File: config.mk
export PLATFORM = sky130hd
export DESIGN_NAME = wpf_xfer_fifos
export DESIGN_NICKNAME = d
export VERILOG_FILES = /design/src/rtl/wpf_pkg.sv /design/src/rtl/wpf_word_fifo.sv /design/src/rtl/wpf_tx_unpack.sv /design/src/rtl/wpf_rx_pack.sv /design/src/rtl/wpf_ctrl.sv /design/src/rtl/wpf_xfer_fifos.sv
export SDC_FILE = /design/constraint.sdc
export NUM_CORES = 1
export LEC_CHECK = 0
export ABC_AREA = 1
export BUFFER_PORTS_ARGS = -buffer_cell sky130_fd_sc_hd__buf_4
export CORE_UTILIZATION = 41
export DETAILED_ROUTE_END_ITERATION = 10
export HOLD_SLACK_MARGIN = 0.1
export PLACE_DENSITY = 0.65
export SLEW_MARGIN = 20
export SYNTH_ARGS = -nofsm -noshare
export SYNTH_HDL_FRONTEND = slang
export SYNTH_SLANG_ARGS = --single-unit
export TNS_END_PERCENT = 1
File: constraint.sdc
create_clock -name clk -period 8.55 [get_ports clk]
set_input_delay 0.855 -clock clk [delete_from_list [all_inputs] [get_ports clk]]
set_output_delay 0.855 -clock clk [all_outputs]
set_load 0.005 [all_outputs]
File: src/rtl/wpf_pkg.sv
// Package: shared constants of the word-packed transfer FIFO pair.
// Assumes a 2-bit host address space and an 8-bit control/status layout.
package wpf_pkg;
    localparam int WORD_BYTES     = 4;
    localparam int WORD_W         = WORD_BYTES * 8;
    localparam int TRIG_W         = 3;
    localparam int CTL_RXF_BIT    = 0;
    localparam int CTL_TXF_BIT    = 1;
    localparam int CTL_RXTRIG_LSB = 2;
    localparam int CTL_TXTRIG_LSB = CTL_RXTRIG_LSB + TRIG_W;
    localparam int STAT_FIELD_W   = 4;

    typedef enum logic [1:0] {
        REG_CTL  = 2'd0,
        REG_STAT = 2'd1,
        REG_TXD  = 2'd2,
        REG_RXD  = 2'd3
    } reg_sel_e;
endpackage

File: src/rtl/wpf_word_fifo.sv
// Module: synchronous word FIFO with a clear input.
// Assumes: push to a full FIFO and pop of an empty one are ignored;
// clr wins over push and pop in the same cycle.
module wpf_word_fifo #(
    parameter int DEPTH = 8,
    parameter int WIDTH = 32
) (
    input  logic                         clk,
    input  logic                         rst_n,
    input  logic                         clr,
    input  logic                         push,
    input  logic [WIDTH-1:0]             push_data,
    input  logic                         pop,
    output logic [WIDTH-1:0]             head,
    output logic [$clog2(DEPTH+1)-1:0]   count,
    output logic                         full,
    output logic                         empty
);
    localparam int AW = (DEPTH > 1) ? $clog2(DEPTH) : 1;
    localparam int CW = $clog2(DEPTH + 1);
    localparam logic [AW-1:0] LAST_SLOT = AW'(DEPTH - 1);

    logic [WIDTH-1:0] mem [DEPTH];
    logic [AW-1:0]    wr_ptr, rd_ptr;
    logic             do_push, do_pop;

    assign full    = (count == CW'(DEPTH));
    assign empty   = (count == '0);
    assign do_push = push && !full && !clr;
    assign do_pop  = pop && !empty && !clr;
    assign head    = mem[rd_ptr];

    // Storage write on accepted push.
    always_ff @(posedge clk) begin
        if (do_push) begin
            mem[wr_ptr] <= push_data;
        end
    end

    // Pointer and occupancy tracking.
    always_ff @(posedge clk) begin
        if (!rst_n || clr) begin
            wr_ptr <= '0;
            rd_ptr <= '0;
            count  <= '0;
        end else begin
            if (do_push) wr_ptr <= (wr_ptr == LAST_SLOT) ? '0 : wr_ptr + 1'b1;
            if (do_pop)  rd_ptr <= (rd_ptr == LAST_SLOT) ? '0 : rd_ptr + 1'b1;
            count <= count + CW'(do_push) - CW'(do_pop);
        end
    end

    AST_COUNT_BOUND: assert property (@(posedge clk) disable iff (!rst_n)
        count <= CW'(DEPTH));
    AST_CLEAR_EMPTIES: assert property (@(posedge clk) disable iff (!rst_n)
        clr |=> empty);
    AST_PUSH_POP_HOLDS: assert property (@(posedge clk) disable iff (!rst_n)
        (push && pop && !full && !empty && !clr) |=> $stable(count));
endmodule

File: src/rtl/wpf_tx_unpack.sv
// Module: transmit FIFO plus word-to-byte unpacker.
// Assumes the engine asserts take only to consume the offered byte;
// a take with last retires the remainder of the head word.
module wpf_tx_unpack #(
    parameter int DEPTH = 8
) (
    input  logic                       clk,
    input  logic                       rst_n,
    input  logic                       clr,
    input  logic                       host_push,
    input  logic [wpf_pkg::WORD_W-1:0] host_word,
    input  logic                       eng_take,
    input  logic                       eng_last,
    output logic                       eng_valid,
    output logic [7:0]                 eng_byte,
    output logic [$clog2(DEPTH+1)-1:0] count,
    output logic                       full
);
    localparam int BI_W = $clog2(wpf_pkg::WORD_BYTES);
    localparam logic [BI_W-1:0] TOP_BYTE = BI_W'(wpf_pkg::WORD_BYTES - 1);

    logic [wpf_pkg::WORD_W-1:0] head;
    logic                       empty;
    logic [BI_W-1:0]            idx;
    logic                       accept, word_done;

    assign eng_valid = !empty;
    assign eng_byte  = head[{idx, 3'b000} +: 8];
    assign accept    = eng_take && eng_valid && !clr;
    assign word_done = accept && (eng_last || idx == TOP_BYTE);

    wpf_word_fifo #(.DEPTH(DEPTH), .WIDTH(wpf_pkg::WORD_W)) i_fifo (
        .clk       (clk),
        .rst_n     (rst_n),
        .clr       (clr),
        .push      (host_push),
        .push_data (host_word),
        .pop       (word_done),
        .head      (head),
        .count     (count),
        .full      (full),
        .empty     (empty)
    );

    // Byte index within the head word.
    always_ff @(posedge clk) begin
        if (!rst_n || clr) begin
            idx <= '0;
        end else if (accept) begin
            idx <= word_done ? '0 : idx + 1'b1;
        end
    end

    AST_TX_VALID_HAS_WORD: assert property (@(posedge clk) disable iff (!rst_n)
        eng_valid |-> (count != '0));
    AST_TX_LAST_RESTARTS: assert property (@(posedge clk) disable iff (!rst_n)
        (eng_take && eng_valid && eng_last && !clr) |=> (idx == '0));
endmodule

File: src/rtl/wpf_rx_pack.sv
// Module: byte-to-word packer plus receive FIFO.
// Assumes the engine honours eng_ready; a word completed while the FIFO
// is full is lost. A flush discards the part-assembled word.
module wpf_rx_pack #(
    parameter int DEPTH = 8
) (
    input  logic                       clk,
    input  logic                       rst_n,
    input  logic                       clr,
    input  logic                       eng_put,
    input  logic [7:0]                 eng_byte,
    input  logic                       eng_last,
    output logic                       eng_ready,
    input  logic                       host_pop,
    output logic [wpf_pkg::WORD_W-1:0] head,
    output logic [$clog2(DEPTH+1)-1:0] count,
    output logic                       empty
);
    localparam int BI_W = $clog2(wpf_pkg::WORD_BYTES);
    localparam logic [BI_W-1:0] TOP_BYTE = BI_W'(wpf_pkg::WORD_BYTES - 1);

    logic [wpf_pkg::WORD_W-1:0] accum, merged;
    logic [BI_W-1:0]            bidx;
    logic                       full, take_byte, word_close;

    assign eng_ready  = !full;
    assign take_byte  = eng_put && !clr;
    assign word_close = take_byte && (eng_last || bidx == TOP_BYTE);

    // Merge the incoming byte into the lane chosen by the byte index.
    always_comb begin
        merged = accum;
        merged[{bidx, 3'b000} +: 8] = eng_byte;
    end

    wpf_word_fifo #(.DEPTH(DEPTH), .WIDTH(wpf_pkg::WORD_W)) i_fifo (
        .clk       (clk),
        .rst_n     (rst_n),
        .clr       (clr),
        .push      (word_close),
        .push_data (merged),
        .pop       (host_pop),
        .head      (head),
        .count     (count),
        .full      (full),
        .empty     (empty)
    );

    // Partial word accumulator and its byte index.
    always_ff @(posedge clk) begin
        if (!rst_n || clr || word_close) begin
            accum <= '0;
            bidx  <= '0;
        end else if (take_byte) begin
            accum <= merged;
            bidx  <= bidx + 1'b1;
        end
    end

    AST_RX_READY_HAS_ROOM: assert property (@(posedge clk) disable iff (!rst_n)
        eng_ready |-> (count < ($clog2(DEPTH+1))'(DEPTH)));
endmodule

File: src/rtl/wpf_ctrl.sv
// Module: control register with self-clearing flush requests and trigger levels.
// Assumes a flush requested by a write executes in the following cycle.
module wpf_ctrl (
    input  logic                       clk,
    input  logic                       rst_n,
    input  logic                       wr_ctl,
    input  logic [7:0]                 wdata,
    output logic                       tx_flush,
    output logic                       rx_flush,
    output logic [wpf_pkg::TRIG_W-1:0] tx_trig,
    output logic [wpf_pkg::TRIG_W-1:0] rx_trig,
    output logic [7:0]                 ctl_rdata
);
    import wpf_pkg::*;

    // Trigger levels hold until rewritten.
    always_ff @(posedge clk) begin
        if (!rst_n) begin
            tx_trig <= '0;
            rx_trig <= '0;
        end else if (wr_ctl) begin
            tx_trig <= wdata[CTL_TXTRIG_LSB +: TRIG_W];
            rx_trig <= wdata[CTL_RXTRIG_LSB +: TRIG_W];
        end
    end

    // Flush requests live for exactly one cycle unless rewritten.
    always_ff @(posedge clk) begin
        if (!rst_n) begin
            tx_flush <= 1'b0;
            rx_flush <= 1'b0;
        end else begin
            tx_flush <= wr_ctl && wdata[CTL_TXF_BIT];
            rx_flush <= wr_ctl && wdata[CTL_RXF_BIT];
        end
    end

    // Readback image of the control register.
    always_comb begin
        ctl_rdata = '0;
        ctl_rdata[CTL_TXF_BIT] = tx_flush;
        ctl_rdata[CTL_RXF_BIT] = rx_flush;
        ctl_rdata[CTL_TXTRIG_LSB +: TRIG_W] = tx_trig;
        ctl_rdata[CTL_RXTRIG_LSB +: TRIG_W] = rx_trig;
    end

    AST_TX_FLUSH_CLEARS: assert property (@(posedge clk) disable iff (!rst_n)
        (tx_flush && !(wr_ctl && wdata[CTL_TXF_BIT])) |=> !tx_flush);
    AST_RX_FLUSH_CLEARS: assert property (@(posedge clk) disable iff (!rst_n)
        (rx_flush && !(wr_ctl && wdata[CTL_RXF_BIT])) |=> !rx_flush);
endmodule

File: src/rtl/wpf_xfer_fifos.sv
// Module: top of the word-packed transfer FIFO pair.
// Decodes the host register bus, builds the status word, drives the
// data-request lines and the overflow/underflow pulses.
// Assumes DEPTH <= 15 so both counts fit their 4-bit status fields.
module wpf_xfer_fifos #(
    parameter int DEPTH = 8
) (
    input  logic        clk,
    input  logic        rst_n,
    input  logic        host_wr,
    input  logic        host_rd,
    input  logic [1:0]  host_addr,
    input  logic [31:0] host_wdata,
    output logic [31:0] host_rdata,
    output logic        eng_tx_valid,
    output logic [7:0]  eng_tx_byte,
    input  logic        eng_tx_take,
    input  logic        eng_tx_last,
    output logic        eng_rx_ready,
    input  logic        eng_rx_put,
    input  logic [7:0]  eng_rx_byte,
    input  logic        eng_rx_last,
    output logic        tx_req,
    output logic        rx_req,
    output logic        tx_overflow,
    output logic        rx_underflow
);
    import wpf_pkg::*;
    localparam int CW = $clog2(DEPTH + 1);

    logic [CW-1:0]     tx_count, rx_count, tx_free;
    logic              tx_full, rx_empty;
    logic [WORD_W-1:0] rx_head;
    logic              tx_flush, rx_flush;
    logic [TRIG_W-1:0] tx_trig, rx_trig;
    logic [7:0]        ctl_rdata, stat_rdata;
    logic              wr_ctl, wr_txd, rd_rxd;

    assign wr_ctl  = host_wr && (host_addr == REG_CTL);
    assign wr_txd  = host_wr && (host_addr == REG_TXD);
    assign rd_rxd  = host_rd && (host_addr == REG_RXD);
    assign tx_free = CW'(DEPTH) - tx_count;

    wpf_ctrl i_ctrl (
        .clk       (clk),
        .rst_n     (rst_n),
        .wr_ctl    (wr_ctl),
        .wdata     (host_wdata[7:0]),
        .tx_flush  (tx_flush),
        .rx_flush  (rx_flush),
        .tx_trig   (tx_trig),
        .rx_trig   (rx_trig),
        .ctl_rdata (ctl_rdata)
    );

    wpf_tx_unpack #(.DEPTH(DEPTH)) i_tx (
        .clk       (clk),
        .rst_n     (rst_n),
        .clr       (tx_flush),
        .host_push (wr_txd),
        .host_word (host_wdata),
        .eng_take  (eng_tx_take),
        .eng_last  (eng_tx_last),
        .eng_valid (eng_tx_valid),
        .eng_byte  (eng_tx_byte),
        .count     (tx_count),
        .full      (tx_full)
    );

    wpf_rx_pack #(.DEPTH(DEPTH)) i_rx (
        .clk       (clk),
        .rst_n     (rst_n),
        .clr       (rx_flush),
        .eng_put   (eng_rx_put),
        .eng_byte  (eng_rx_byte),
        .eng_last  (eng_rx_last),
        .eng_ready (eng_rx_ready),
        .host_pop  (rd_rxd),
        .head      (rx_head),
        .count     (rx_count),
        .empty     (rx_empty)
    );

    // Status word: free transmit slots high nibble, filled receive words low.
    assign stat_rdata = {STAT_FIELD_W'(tx_free), STAT_FIELD_W'(rx_count)};

    // Host read data selection.
    always_comb begin
        unique case (host_addr)
            REG_CTL:  host_rdata = {24'd0, ctl_rdata};
            REG_STAT: host_rdata = {24'd0, stat_rdata};
            REG_RXD:  host_rdata = rx_empty ? '0 : rx_head;
            default:  host_rdata = '0;
        endcase
    end

    // Level-driven data requests.
    assign tx_req = tx_free  > CW'(tx_trig);
    assign rx_req = rx_count > CW'(rx_trig);

    // One-cycle error pulses for bad host accesses.
    always_ff @(posedge clk) begin
        if (!rst_n) begin
            tx_overflow  <= 1'b0;
            rx_underflow <= 1'b0;
        end else begin
            tx_overflow  <= wr_txd && tx_full;
            rx_underflow <= (host_rd && host_addr == REG_RXD) && rx_empty;
        end
    end

    AST_NO_OVERFLOW: assert property (@(posedge clk) disable iff (!rst_n)
        tx_overflow |-> ($past(tx_count) == CW'(DEPTH)));
    AST_OVERFLOW_DROPS: assert property (@(posedge clk) disable iff (!rst_n)
        (wr_txd && tx_full && !eng_tx_take && !tx_flush) |=> $stable(tx_count));
    AST_UNDERFLOW_ZERO: assert property (@(posedge clk) disable iff (!rst_n)
        (rd_rxd && rx_count == '0) |-> (host_rdata == '0));
    AST_UNDERFLOW_PULSE: assert property (@(posedge clk) disable iff (!rst_n)
        rx_underflow |=> !rx_underflow || $past(rd_rxd));
endmodule

==> flow_summary_export.csv, run 1 <==
group,metric,value,unit
setup_path,crit_path_max_incr_delay,0.92,ns
sta,finalClockSkew,0.0291,ns
setup_path,cp.arrival,4.01,ns
sta,finalHoldViolCount,0,
clock_tree,clkSinkCount,584,
clock_tree,hold_buffers,0,
cells_and_area,area_growth,13.0,%
logic_synthesis,synth-main-ff-cell,"edfxtp_1",
detailed_routing,ant_nets,0,
sta,fin_tns_setup,0,ns
floorplan,die_w,245,µm
detailed_routing,drt_iter0_drc,1392,
grt,grt-ovfl-total,0,
worst_hold_path,min_path_type,"in -> reg",
logic_synthesis,synthTopCellsByCount,"edfxtp_1 (512), nand2_1 (420), nor2_1 (235), nand3_1 (217), o21ai_0 (179)",
floorplan,coreArea,58000,µm²
sta,relSlewSlack,31.1,%
clock_tree,cts_tree,"done",
setup_path,worstPathRequired,7.70,ns
grt,grt_pass1_vias,15500,
logic_synthesis,synth_seq_area_share,69.5,%
placement,gp_congestion,0.795,
floorplan,initial_utilization,41.7,%
power_and_ir_drop,power_density,253,nW/µm²
run_status,status,"complete, no violations",
detailed_routing,vias_per_cell,5.35,
setup_path,path_max_fanout,70,
clock_tree,cts_resized,0,
sta,finalCriticalPeriod,4.86,ns
setup_path,endpoint_kind,"primary output",
clock_tree,cts_inserted_buffers,59,
grt,grt_pass1_wl,89100,µm
sta,drv_slew,0,
logic_synthesis,synth_area,24200,µm²
sta,period_share,56.9,%
clock_tree,cts_root_buffer,"clkbuf_16",
logic_synthesis,synthCells,2131,
power_and_ir_drop,p_leak,0.0101,µW
logic_synthesis,yosysWarnings,0,
worst_hold_path,holdCritStartpoint,"host_wdata[18]",
setup_path,r2r_start,"i_rx.bidx[0]",
detailed_routing,drc_errors,0,
grt,antenna_found_initial,3,
detailed_routing,wl_met2,28200,µm
setup_path,start_kind,"register",
clock_tree,htree_levels,2,
grt,grtUsageTotal,19.2,%
clock_tree,clk_pin_slew_worst_paths,0.06,ns
detailed_routing,wl_met1,24800,µm
cells_and_area,fill_cells,5153,
cells_and_area,fin_nets,2280,
floorplan,fp.dieH,245,µm
sta,tightest_slew,1.02,ns
sta,fmax,206,MHz
logic_synthesis,synth.most_common_cell,"edfxtp_1",
logic_synthesis,ys_types,34,
detailed_routing,routedWlPerCell,19.3,µm
clock_tree,cts_setup_buffers,0,
detailed_routing,dr.pass1.iters,5,
floorplan,die_area,60000,µm²
setup_path,path_class,"reg -> out",
logic_synthesis,syn-num-nets,2217,
sta,setup_viol,0,
placement,port_buffers,95,
logic_synthesis,postSynth.asyncResetShare,0,%
sta,rsz0062_at_grt,"no",
detailed_routing,maxUsedRoutingLayer,"met4",
logic_synthesis,synth_area_leaders,"edfxtp_1 (64%), nand2_1 (6.5%), dfxtp_1 (6.0%)",
job,max-cap-violations,0,
logic_synthesis,synth_area_leader_cell,"edfxtp_1",
power_and_ir_drop,report.power.total,6920,µW
power_and_ir_drop,ir_drop,177,µV
logic_synthesis,synth_edf_count,512,
cells_and_area,layout-drive-gt1-share,10.7,%
clock_tree,clock_latency,0.62,ns
grt,grt_start_max_net_pins,89,
setup_path,slowest_stage,"clkinv_2",
detailed_routing,via_count,16100,
floorplan,rows,88,
logic_synthesis,ys_seq_elements,584,
clock_tree,cts_buffer_depth,3,
logic_synthesis,yosysTopAreaCellShare,63.5,%
setup_path,path_cells,"clkinv_2 -> buf_4 -> nor2_1 -> nor2_1 -> o21ai_0 -> o211ai_1 -> nand3_1 -> nand2_1 -> buf_4",
placement,dp_hpwl,31900,µm
logic_synthesis,syn_avg_cell_area,11.4,µm²
floorplan,pin_count,96,
detailed_routing,wl,58100,µm
detailed_routing,met3_length,3630,µm
==> critical path, delay by kind of cell, from the launching register on <==
family	cells	cell delay [ns]
compound gates	2	0.24
flops	1	0.78
simple gates	4	0.53
buf+inv	3	1.72
==> sequential cells by signal, indices dropped and copies added, names as in the netlist, 2 cells and up, named ones only <==
register and count:
i_rx.i_fifo.wr_ptr 3, i_rx.bidx 2, i_ctrl.rx_trig 3, i_rx.accum 32, i_tx.i_fifo.wr_ptr 3, i_tx.i_fifo.rd_ptr 3, i_ctrl.tx_trig 3, i_tx.i_fifo.count 4
i_rx.i_fifo.count 4, i_rx.i_fifo.mem 256, i_tx.i_fifo.mem 256, i_rx.i_fifo.rd_ptr 3, i_tx.idx 2
==> report_power, final <==
group	total (µW)	switching (µW)	internal, µW	leakage [µW]
logic	1130	749	384	0.00387
registers	3260	69.1	3200	0.00526
clock network	2530	1070	1450	0.000931
total	6920	1890	5030	0.0101
==> stage by stage <==
stage,util (%),area (µm²),std cells,hold slack [ns],worst slack (ns)
CTS,47.1,27400,3009,0.431,3.63
floorplan,-,24200,2131,0.450,4.50
global placement,43.9,25400,2898,0.461,4.37
finish,47.2,27400,3011,0.462,3.69
global route,47.2,27400,3011,0.446,3.36
detailed placement,43.9,25400,2898,0.475,4.30
==> cell usage in the layout, fill, tap and decap left out, types with 3 or more instances in the layout <==
cell type / count
ha_1: 34
clkbuf_1: 18
o22ai_1: 76
o21ai_1: 27
nor3_1: 3
buf_4: 124
nor3_2: 6
nand3_1: 217
nor2_1: 225
inv_2: 4
clkinv_1: 13
o21ai_0: 179
a211oi_1: 3
inv_6: 3
nand2_1: 420
clkbuf_16: 60
nor2_4: 12
a21oi_1: 55
o211ai_1: 16
clkinv_2: 10
dfxtp_1: 68
inv_1: 126
bufinv_16: 4
edfxtp_1: 512
clkbuf_8: 4
==> cell type report <==
class / count / area, µm² / area share (%)
Sequential cell: 584 / 16800 / 61.5
Multi-Input combinational cell: 1289 / 6220 / 22.7
Clock buffer: 82 / 1620 / 5.93
Tap cell: 765 / 957 / 3.50
Timing Repair Buffer: 124 / 931 / 3.40
Inverter: 136 / 513 / 1.87
Clock inverter: 29 / 289 / 1.06
Antenna cell: 2 / 5.00 / 0.0183
==> path summary, 6_finish.rpt <==
path	endpoint	slack, ns	cells after the start
max	host_rdata[0]	3.69	9
min	i_tx.i_fifo.mem[2][18]	0.46	1
max reg2reg	i_rx.i_fifo.mem[5][10]	5.24	8
min reg2reg	i_ctrl.tx_trig[1]	0.48	2
==> routing by layer <==
metal / track usage (%) / up-vias
met4: 6.05 / 0
met3: 2.62 / 99
met1: 26.3 / 7866
met5: 0 / -
li1: - / 7595
met2: 31.7 / 546
==> cells by family after synthesis <==
kind of cell / Yosys count / synth area share [%]
xor gates and xnor gates: 4 / 0.145
adders and majority gates: 36 / 1.92
and+or+nand+nor: 887 / 15.0
AOI/OAI and AO/OA: 362 / 8.16
buffers and inverters: 258 / 5.29
DFF: 584 / 69.5
Power figures use the tool's default switching activity.
==> inputs of run 2 (changes only) <==
PLACE_DENSITY = 0.67   (was 0.65)
clock period = 4.18 ns   (was 8.55 ns; I/O delays follow)
==> run 2 against run 1 <==
Utilization rose by 0.67 points. First-iteration DRC count shrank 7.7%. Clock skew about the same. Final area up 1.4%. Register-to-register slack worse by 3.9 ns. Clock power up 100%.
==> flow_summary_export.csv, run 2 (same netlist as run 1, synthesis figures left out) <==
group,metric,value,unit
run_status,status,"complete, no violations",
clock_tree,cts_buffer_depth,3,
setup_path,r2r_cells,11,
detailed_routing,ant_nets,0,
power_and_ir_drop,seqPwrFrac,46.9,%
floorplan,fp.dieH,245,µm
clock_tree,htree_levels,2,
setup_path,timing.rr.end,"i_rx.i_fifo.count[2]",
setup_path,crit_end,"host_rdata[22]",
clock_tree,cts_inserted_buffers,58,
grt,grt_pass1_wl,87300,µm
cells_and_area,top_regs,"i_rx.i_fifo.mem (256), i_tx.i_fifo.mem (256), i_rx.accum (32)",
floorplan,die_area,60000,µm²
clock_tree,cts_tree,"done",
power_and_ir_drop,p_leak,0.0102,µW
detailed_routing,via_count,16100,
clock_tree,clock_latency,0.63,ns
sta,relSlewSlack,26.4,%
power_and_ir_drop,swShare,27.3,%
setup_path,cp.arrival,2.93,ns
sta,finalCriticalPeriod,3.35,ns
grt,grt-ovfl-total,0,
worst_hold_path,hold_depth,3,
setup_path,path_class,"reg -> out",
power_and_ir_drop,p_int,10300,µW
detailed_routing,routedWlPerCell,18.6,µm
setup_path,r2r_start,"i_rx.bidx[0]",
detailed_routing,dr.pass1.iters,8,
sta,finalClockSkew,0.0289,ns
power_and_ir_drop,p_clk_share,36.3,%
grt,grt_start_max_net_pins,83,
grt,grt_use_met1,25.1,%
sta,tightest_slew,1.09,ns
cells_and_area,final_cells,3050,
floorplan,die_w,245,µm
setup_path,endpoint_kind,"primary output",
floorplan,rows,88,
sta,period_share,80.2,%
floorplan,initial_utilization,41.7,%
power_and_ir_drop,ir_drop,348,µV
placement,port_buffers,95,
grt,busiest_layer,"met2",
detailed_routing,drc_errors,0,
setup_path,reg2reg_slack,1.33,ns
grt,grt_util_met3,2.50,%
sta,fin_tns_setup,0,ns
detailed_routing,drt_iter0_drc,1285,
sta,fmax,298,MHz
power_and_ir_drop,p_sw,3870,µW
sta,drv_slew,0,
job,max-cap-violations,0,
placement,dp_hpwl,32500,µm
cells_and_area,final_core_util,47.8,%
clock_tree,cts_resized,0,
grt,grtUsageTotal,18.7,%
cells_and_area,fin_nets,2320,
floorplan,pin_count,96,
power_and_ir_drop,combPwrFrac,16.8,%
detailed_routing,wl,56600,µm
cells_and_area,layout-drive-gt1-share,10.8,%
sta,finalHoldViolCount,0,
worst_hold_path,min_path_type,"in -> reg",
cells_and_area,area_growth,14.6,%
setup_path,start_kind,"register",
setup_path,worstPathRequired,3.76,ns
sta,setup_viol,0,
clock_tree,clk_pin_slew_worst_paths,0.06,ns
cells_and_area,final_cell_mix,"edfxtp_1 (512), nand2_1 (420), nor2_1 (225)",
cells_and_area,fill_cells,5052,
clock_tree,clkSinkCount,584,
clock_tree,hold_buffers,33,
detailed_routing,vias_per_cell,5.29,
placement,gp_congestion,0.818,
clock_tree,cts_root_buffer,"clkbuf_16",
grt,grt_util_met2,31.3,%
grt,antenna_found_initial,1,
placement,placed_cells,2906,
clock_tree,cts_setup_buffers,0,
sta,rsz0062_at_grt,"no",
setup_path,path_max_fanout,80,
cells_and_area,layout_commonest_cell,"edfxtp_1",
floorplan,coreArea,58000,µm²
power_and_ir_drop,power_density,512,nW/µm²
grt,grt_pass1_vias,15600,
-- run 2: cell types whose count changed in the layout (fill, tap and decap cells not counted), moves of 2 or more --
cell / previous run / this run
buf_4: 124 / 131
o21ai_0: 179 / 176
o21ai_1: 27 / 30
dlygate4sd3_1: 0 / 33
clkbuf_1: 18 / 15
inv_1: 126 / 128
-- run 2: worst max-delay path, cell delays in order, from the launching register on --
cell and delay (ns):
dfxtp_4 0.85, buf_4 0.56, o21ai_0 0.18, o22ai_1 0.20, o21ai_0 0.11, nor2_1 0.22, buf_4 0.16
-- run 2: metal layers --
metal | wire length, µm | share of wire, %
met5 | 8 | 0.014
met4 | 1560 | 2.8
met3 | 3430 | 6.1
met2 | 27400 | 48
met1 | 24200 | 43
-- run 2: how the worst min path moves through the flow --
stage | start | endpoint | slack [ns]
2_1_floorplan | i_ctrl.tx_trig[1] | i_ctrl.tx_trig[1] | 0.45
3_3_place_gp | i_tx.i_fifo.wr_ptr[0] | i_tx.i_fifo.wr_ptr[0] | 0.47
3_5_place_dp | i_tx.i_fifo.wr_ptr[0] | i_tx.i_fifo.wr_ptr[0] | 0.48
4_1_cts | rst_n | i_ctrl.rx_flush | 0.10
5_1_grt | rst_n | i_ctrl.tx_trig[0] | 0.12
6_report | rst_n | i_ctrl.rx_flush | 0.13
-- run 2: stage by stage --
step	cell area (µm²)	total power [µW]	worst slack (ns)	hold WS [ns]
5_1_grt	27800	14800	0.616	0.123
2_1_floorplan	24200	8310	0.367	0.450
3_5_place_dp	25500	9130	1.34	0.482
6_report	27800	14200	0.828	0.132
4_1_cts	27800	14300	0.797	0.102
3_3_place_gp	25500	9070	1.38	0.473
-- run 2: power groups by stage --
stage                     combinational [µW]  clock [µW]  sequential, µW
after detailed placement                2350           0            6790
after floorplan                         1600           0            6710
after CTS                               2390        5230            6660
after global routing                    2650        5440            6680
final                                   2380        5150            6660
after global placement                  2290           0            6780
-- run 2: final cells by class --
class                      count  area, µm²  share of cell area, %
antenna                        2       5.00                 0.0180
clock buffer                  80       1630                   5.86
clock inverter                29        269                  0.969
inverter                     136        513                   1.85
multi-input combinational   1289       6230                   22.4
sequential                   584      16800                   60.6
tap                          765        957                   3.45
timing repair buffer         165       1330                   4.81
